File: src/rtl/fs_pkg.sv
package fs_pkg;

    localparam int NOZ_GROUPS = 13;
    localparam int NOZ_PRIMS  = 16;
    localparam int TIME_W     = 8;
    localparam int CNT_W      = TIME_W + 3;

    typedef struct packed {
        logic [TIME_W-1:0] front;
        logic [TIME_W-1:0] pre;
        logic [TIME_W-1:0] gap;
        logic [TIME_W-1:0] fire;
        logic [TIME_W-1:0] back;
    } timing_t;

    typedef enum logic [2:0] {
        PH_FRONT,
        PH_PRE,
        PH_GAP,
        PH_FIRE,
        PH_BACK
    } phase_e;

    function automatic logic [CNT_W-1:0] widen(input logic [TIME_W-1:0] v);
        return {{(CNT_W-TIME_W){1'b0}}, v};
    endfunction

endpackage

File: src/rtl/fs_window.sv
module fs_window
    import fs_pkg::*;
(
    input  timing_t           tim_i,
    input  logic [CNT_W-1:0]  cnt_i,
    output phase_e            phase_o,
    output logic              last_o
);

    logic [CNT_W-1:0] end_front;
    logic [CNT_W-1:0] end_pre;
    logic [CNT_W-1:0] end_gap;
    logic [CNT_W-1:0] end_fire;
    logic [CNT_W-1:0] end_all;

    always_comb begin
        end_front = widen(tim_i.front);
        end_pre   = end_front + widen(tim_i.pre);
        end_gap   = end_pre + ((tim_i.pre == '0) ? '0 : widen(tim_i.gap));
        end_fire  = end_gap + widen(tim_i.fire);
        end_all   = end_fire + widen(tim_i.back);
    end

    always_comb begin
        if (cnt_i < end_front)     phase_o = PH_FRONT;
        else if (cnt_i < end_pre)  phase_o = PH_PRE;
        else if (cnt_i < end_gap)  phase_o = PH_GAP;
        else if (cnt_i < end_fire) phase_o = PH_FIRE;
        else                       phase_o = PH_BACK;
    end

    assign last_o = (end_all == '0) ? 1'b1 : (cnt_i == end_all - 1'b1);

endmodule

File: src/rtl/fs_sweep.sv
module fs_sweep #(
    parameter  int GROUPS = 13,
    parameter  int CW     = 11,
    localparam int GW     = $clog2(GROUPS)
) (
    input  logic          clk,
    input  logic          rst,
    input  logic          start_i,
    input  logic          abort_i,
    input  logic          last_i,
    output logic          busy_o,
    output logic [GW-1:0] grp_o,
    output logic [CW-1:0] cnt_o,
    output logic          finish_o
);

    localparam logic [GW-1:0] LAST_GRP = GW'(GROUPS - 1);

    assign finish_o = busy_o && !abort_i && last_i && (grp_o == LAST_GRP);

    always_ff @(posedge clk) begin
        if (rst) begin
            busy_o <= 1'b0;
            grp_o  <= '0;
            cnt_o  <= '0;
        end else if (!busy_o) begin
            if (start_i) begin
                busy_o <= 1'b1;
                grp_o  <= '0;
                cnt_o  <= '0;
            end
        end else if (abort_i) begin
            busy_o <= 1'b0;
        end else if (last_i) begin
            cnt_o <= '0;
            if (grp_o == LAST_GRP) begin
                busy_o <= 1'b0;
            end else begin
                grp_o <= grp_o + 1'b1;
            end
        end else begin
            cnt_o <= cnt_o + 1'b1;
        end
    end

endmodule

File: src/rtl/fs_drive.sv
module fs_drive #(
    parameter  int GROUPS = 13,
    parameter  int PRIMS  = 16,
    localparam int GW     = $clog2(GROUPS),
    localparam int MW     = GROUPS * PRIMS
) (
    input  logic              busy_i,
    input  logic [GW-1:0]     grp_i,
    input  logic              heat_i,
    input  logic [MW-1:0]     mask_i,
    output logic [GROUPS-1:0] grp_n_o,
    output logic [PRIMS-1:0]  prim_o
);

    logic [PRIMS-1:0] row;

    for (genvar g = 0; g < GROUPS; g++) begin : g_sel
        assign grp_n_o[g] = !(busy_i && (grp_i == GW'(g)));
    end

    always_comb begin
        row = '0;
        for (int g = 0; g < GROUPS; g++) begin
            if (grp_i == GW'(g)) row = mask_i[g*PRIMS +: PRIMS];
        end
    end

    assign prim_o = (busy_i && heat_i) ? row : '0;

endmodule

File: src/rtl/fire_seq.sv
module fire_seq
    import fs_pkg::*;
#(
    parameter  int GROUPS = NOZ_GROUPS,
    parameter  int PRIMS  = NOZ_PRIMS,
    localparam int GW     = $clog2(GROUPS),
    localparam int MW     = GROUPS * PRIMS
) (
    input  logic              clk,
    input  logic              rst,
    input  logic              fire_i,
    input  logic              ok2print_i,
    input  logic [MW-1:0]     mask_i,
    input  logic [TIME_W-1:0] t_front_i,
    input  logic [TIME_W-1:0] t_pre_i,
    input  logic [TIME_W-1:0] t_gap_i,
    input  logic [TIME_W-1:0] t_fire_i,
    input  logic [TIME_W-1:0] t_back_i,
    output logic [GROUPS-1:0] grp_n_o,
    output logic [PRIMS-1:0]  prim_o,
    output logic              head_en_n_o,
    output logic              bias_off_o,
    output logic              fault_test_n_o,
    output logic              busy_o,
    output logic              done_o,
    output logic              err_o,
    output logic              overrun_o
);

    timing_t          tim_q;
    logic [MW-1:0]    mask_q;
    logic             busy;
    logic [GW-1:0]    grp;
    logic [CNT_W-1:0] cnt;
    logic             last;
    logic             finish;
    phase_e           phase;
    logic             start;
    logic             abort;
    logic             heat;

    assign start = fire_i && !busy;
    assign abort = busy && !ok2print_i;
    assign heat  = (phase == PH_PRE) || (phase == PH_FIRE);

    always_ff @(posedge clk) begin
        if (rst) begin
            tim_q  <= '0;
            mask_q <= '0;
        end else if (start) begin
            tim_q  <= '{front: t_front_i, pre: t_pre_i, gap: t_gap_i,
                        fire: t_fire_i, back: t_back_i};
            mask_q <= mask_i;
        end
    end

    always_ff @(posedge clk) begin
        if (rst) begin
            done_o    <= 1'b0;
            err_o     <= 1'b0;
            overrun_o <= 1'b0;
        end else begin
            if (busy && fire_i) overrun_o <= 1'b1;
            if (start) begin
                done_o <= 1'b0;
                err_o  <= 1'b0;
            end else if (abort) begin
                done_o <= 1'b1;
                err_o  <= 1'b1;
            end else if (finish) begin
                done_o <= 1'b1;
                err_o  <= 1'b0;
            end
        end
    end

    fs_window u_win (
        .tim_i   (tim_q),
        .cnt_i   (cnt),
        .phase_o (phase),
        .last_o  (last)
    );

    fs_sweep #(.GROUPS(GROUPS), .CW(CNT_W)) u_sweep (
        .clk      (clk),
        .rst      (rst),
        .start_i  (start),
        .abort_i  (abort),
        .last_i   (last),
        .busy_o   (busy),
        .grp_o    (grp),
        .cnt_o    (cnt),
        .finish_o (finish)
    );

    fs_drive #(.GROUPS(GROUPS), .PRIMS(PRIMS)) u_drive (
        .busy_i  (busy),
        .grp_i   (grp),
        .heat_i  (heat),
        .mask_i  (mask_q),
        .grp_n_o (grp_n_o),
        .prim_o  (prim_o)
    );

    assign busy_o         = busy;
    assign head_en_n_o    = !busy;
    assign bias_off_o     = !busy;
    assign fault_test_n_o = !busy;

endmodule

File: config.mk
export PLATFORM = sky130hd
export DESIGN_NAME = fire_seq
export DESIGN_NICKNAME = d
export VERILOG_FILES = /design/src/rtl/fs_pkg.sv /design/src/rtl/fs_window.sv /design/src/rtl/fs_sweep.sv /design/src/rtl/fs_drive.sv /design/src/rtl/fire_seq.sv
export SDC_FILE = /design/constraint.sdc
export NUM_CORES = 1
export LEC_CHECK = 0
export ABC_AREA = 1
export BUFFER_PORTS_ARGS = -buffer_cell sky130_fd_sc_hd__buf_2
export CAP_MARGIN = 10
export CORE_ASPECT_RATIO = 0.7
export CORE_MARGIN = 2
export CORE_UTILIZATION = 55
export DETAILED_ROUTE_END_ITERATION = 6
export GPL_ROUTABILITY_DRIVEN = 0
export PLACE_DENSITY = 0.8
export SLEW_MARGIN = 25
export SYNTH_ARGS = -nofsm -noshare
export SYNTH_HDL_FRONTEND = slang
export SYNTH_SLANG_ARGS = --single-unit
File: constraint.sdc
create_clock -name clk -period 11.2 [get_ports clk]
set_input_delay 1.12 -clock clk [delete_from_list [all_inputs] [get_ports clk]]
set_output_delay 1.12 -clock clk [all_outputs]
set_load 0.1 [all_outputs]
==> metrics.csv <==
metric;value;unit
status;finished, violations left;
failing checks;DRC;
global route overflow;0;
critical path type;reg2out;
Syn-to-layout area delta;16.9;%
Via-to-Cell Ratio;5.56;
first-pass GRT wire length;68.7;mm
CTS tree;done;
clk sink count;267;
Netlist Area Pre-Place;14300;um^2
initial antenna violation count;2;
setup slack after layout;3.79;ns
leakage power;7.75;nW
post-synthesis cell count;2109;
crit path DAT;6.29;ns
Avg Synthesized Cell Area;6.80;um^2
Netlist cell types;50;
maximum vdd drop;0.000111;V
most frequent CP cell;nand2_1;
Max clock buf depth;3;
cts repair resizes;0;
die height;139;um
Post-Place Setup Slack;4.49;ns
largest net degree at the start of global routing;146;
flip-flop and latch count after synthesis;267;
Seq/Total Area, Yosys;0.373;
Worst Skew;0.0119;ns
Synth top area share;0.373;
Post-Route WL;43.9;mm
FP Rows;49;
Synthesis Warnings;0;
Max FO, Critical Path;16;
post-route cell area;16800;um^2
placed cell area;15800;um^2
fraction of layout instances using a drive strength above 1;0.175;
syn_nets;2435;
setup tns final;0;ns
Post-DRT Antenna Nets;0;
Post-CTS Setup Repair Bufs;0;
Total GRT Usage;0.308;
CP max stage delay;0.48;ns
fillcell total;2351;
layout net count;2641;
DR DRC count;1;
fin. max-slew vios;0;
top cells by area, synth;dfxtp_1 37%, nor2_1 14%, o21ai_0 12%;
RSZ-0062 raised after global routing;no;
most frequent cell after synthesis;nor2_1;
die area;27400;um^2
fmax;135;MHz
top_reg_cell synth;dfxtp_1;
Max-Slew Margin vs Limit;0.311;
worst slew pin tran;1.03;ns
hold_buf cts;0;
die span in x;197;um
initial drt markers;1272;
DR pass1 iterations;7;
Slowest cell on crit path;nand2_1;
Port Buffers;287;
final period utilization;0.662;
Top Ports;288;
total CTS buffers;27;
max-cap violations;0;
DPL Wire Length;31.6;mm
Post-synth EDFFs;0;
Clock transition at path regs;0.06;ns
vias;14900;
worst endpoint required time;10.08;ns
Initial Utilization;0.559;
Final Hold Fails;0;
Synth area leader;dfxtp_1;
CORE AREA;25700;um^2
HP Class;reg2reg;
crit path launch type;register;
Final setup viols;0;
pwr/cell area;176;nW/um^2
clock latency on the worst-skew pair;0.54;ns
vias in the first global route;13400;
clock root cell;clkbuf_16;
H-tree depth;1;
WL per Instance;16.4;um
CP endpoint kind;output pin;
Post-synth top cells;536 x nor2_1, 331 x o21ai_0, 286 x nand2_1;
ys async rst share;0;
R2R Setup Slk;5.21;ns
min cycle time layout;7.41;ns
==> metrics by stage <==
| step | std cells | util | total power [mW] | hold slack [ns] |
|---|---|---|---|---|
| after floorplan | 2109 | - | 1.77 | 0.430 |
| after global placement | 2617 | 0.616 | 1.98 | 0.450 |
| after detailed placement | 2617 | 0.617 | 2.02 | 0.462 |
| after CTS | 2667 | 0.652 | 2.95 | 0.471 |
| after global routing | 2669 | 0.653 | 3.12 | 0.492 |
| final | 2670 | 0.653 | 2.95 | 0.474 |
==> final timing paths <==
kind	start	depth (start not counted)	to
setup / recovery	tim_q[24]	27	prim_o[5]
setup reg to reg	tim_q[24]	35	u_sweep.grp_o[2]
hold / removal	mask_q[173]	2	mask_q[173]
hold reg to reg	mask_q[173]	2	mask_q[173]
==> power by group <==
group | internal [mW] | switching, mW | total [mW]
Combinational | 0.331 | 0.609 | 0.940
Sequential | 1.03 | 0.0476 | 1.08
Clock | 0.549 | 0.389 | 0.938
==> kinds of logic (layout without fill, tap and decap cells) <==
| group | count (synthesis) | after routing | synth area share |
|---|---|---|---|
| xor+xnor | 30 | 30 | 0.0222 |
| simple gates | 980 | 980 | 0.284 |
| buf+inv | 246 | 473 | 0.0653 |
| fa+ha+maj | 74 | 74 | 0.0666 |
| compound gates | 512 | 512 | 0.190 |
| flops | 267 | 267 | 0.373 |
| other cells | 0 | 3 | 0 |
==> area by class of cell <==
type	count	area [um^2]	area share
Antenna cell	3	7.51	0.000448
Clock buffer	39	771	0.0460
Timing Repair Buffer	296	1510	0.0899
Inverter	127	487	0.0290
Sequential cell	267	5350	0.319
Clock inverter	11	144	0.00858
Multi-Input combinational cell	1596	8090	0.483
Tap cell	331	414	0.0247
==> layer usage <==
layer	part of all wire	wire length, um	global-route usage
met1	0.46	20100	0.458
met2	0.43	18900	0.464
met3	0.087	3810	0.0477
met4	0.027	1170	0.0807
met5	0	0	0
==> registers in the layout, summed over array words and instances (netlist names) <==
| name | count |
|---|---|
| done_o | 1 |
| err_o | 1 |
| mask_q | 208 |
| overrun_o | 1 |
| tim_q | 40 |
| u_sweep.busy_o | 1 |
| u_sweep.cnt_o | 11 |
| u_sweep.grp_o | 4 |
==> cells in the final DEF (no fill, tap or decap), drive strengths merged, types with 5 or more instances in the layout <==
cell / instances
xor2: 24
inv: 124
nor3: 7
a21oi: 122
clkbuf: 39
ha: 70
buf: 296
o21ai: 333
nand4: 12
clkinv: 10
dfxtp: 267
xnor2: 5
nor2: 552
nand2: 310
nand3: 92
o211ai: 39
==> worst max-delay path, delay by kind of cell (launching register included) <==
kind | cells | cell delay [ns]
fa+ha+maj | 5 | 1.61
flops | 1 | 0.33
xor+xnor | 2 | 0.56
simple gates | 9 | 1.09
buf+inv | 2 | 0.57
compound gates | 9 | 1.60
Power figures use the tool's default switching activity.
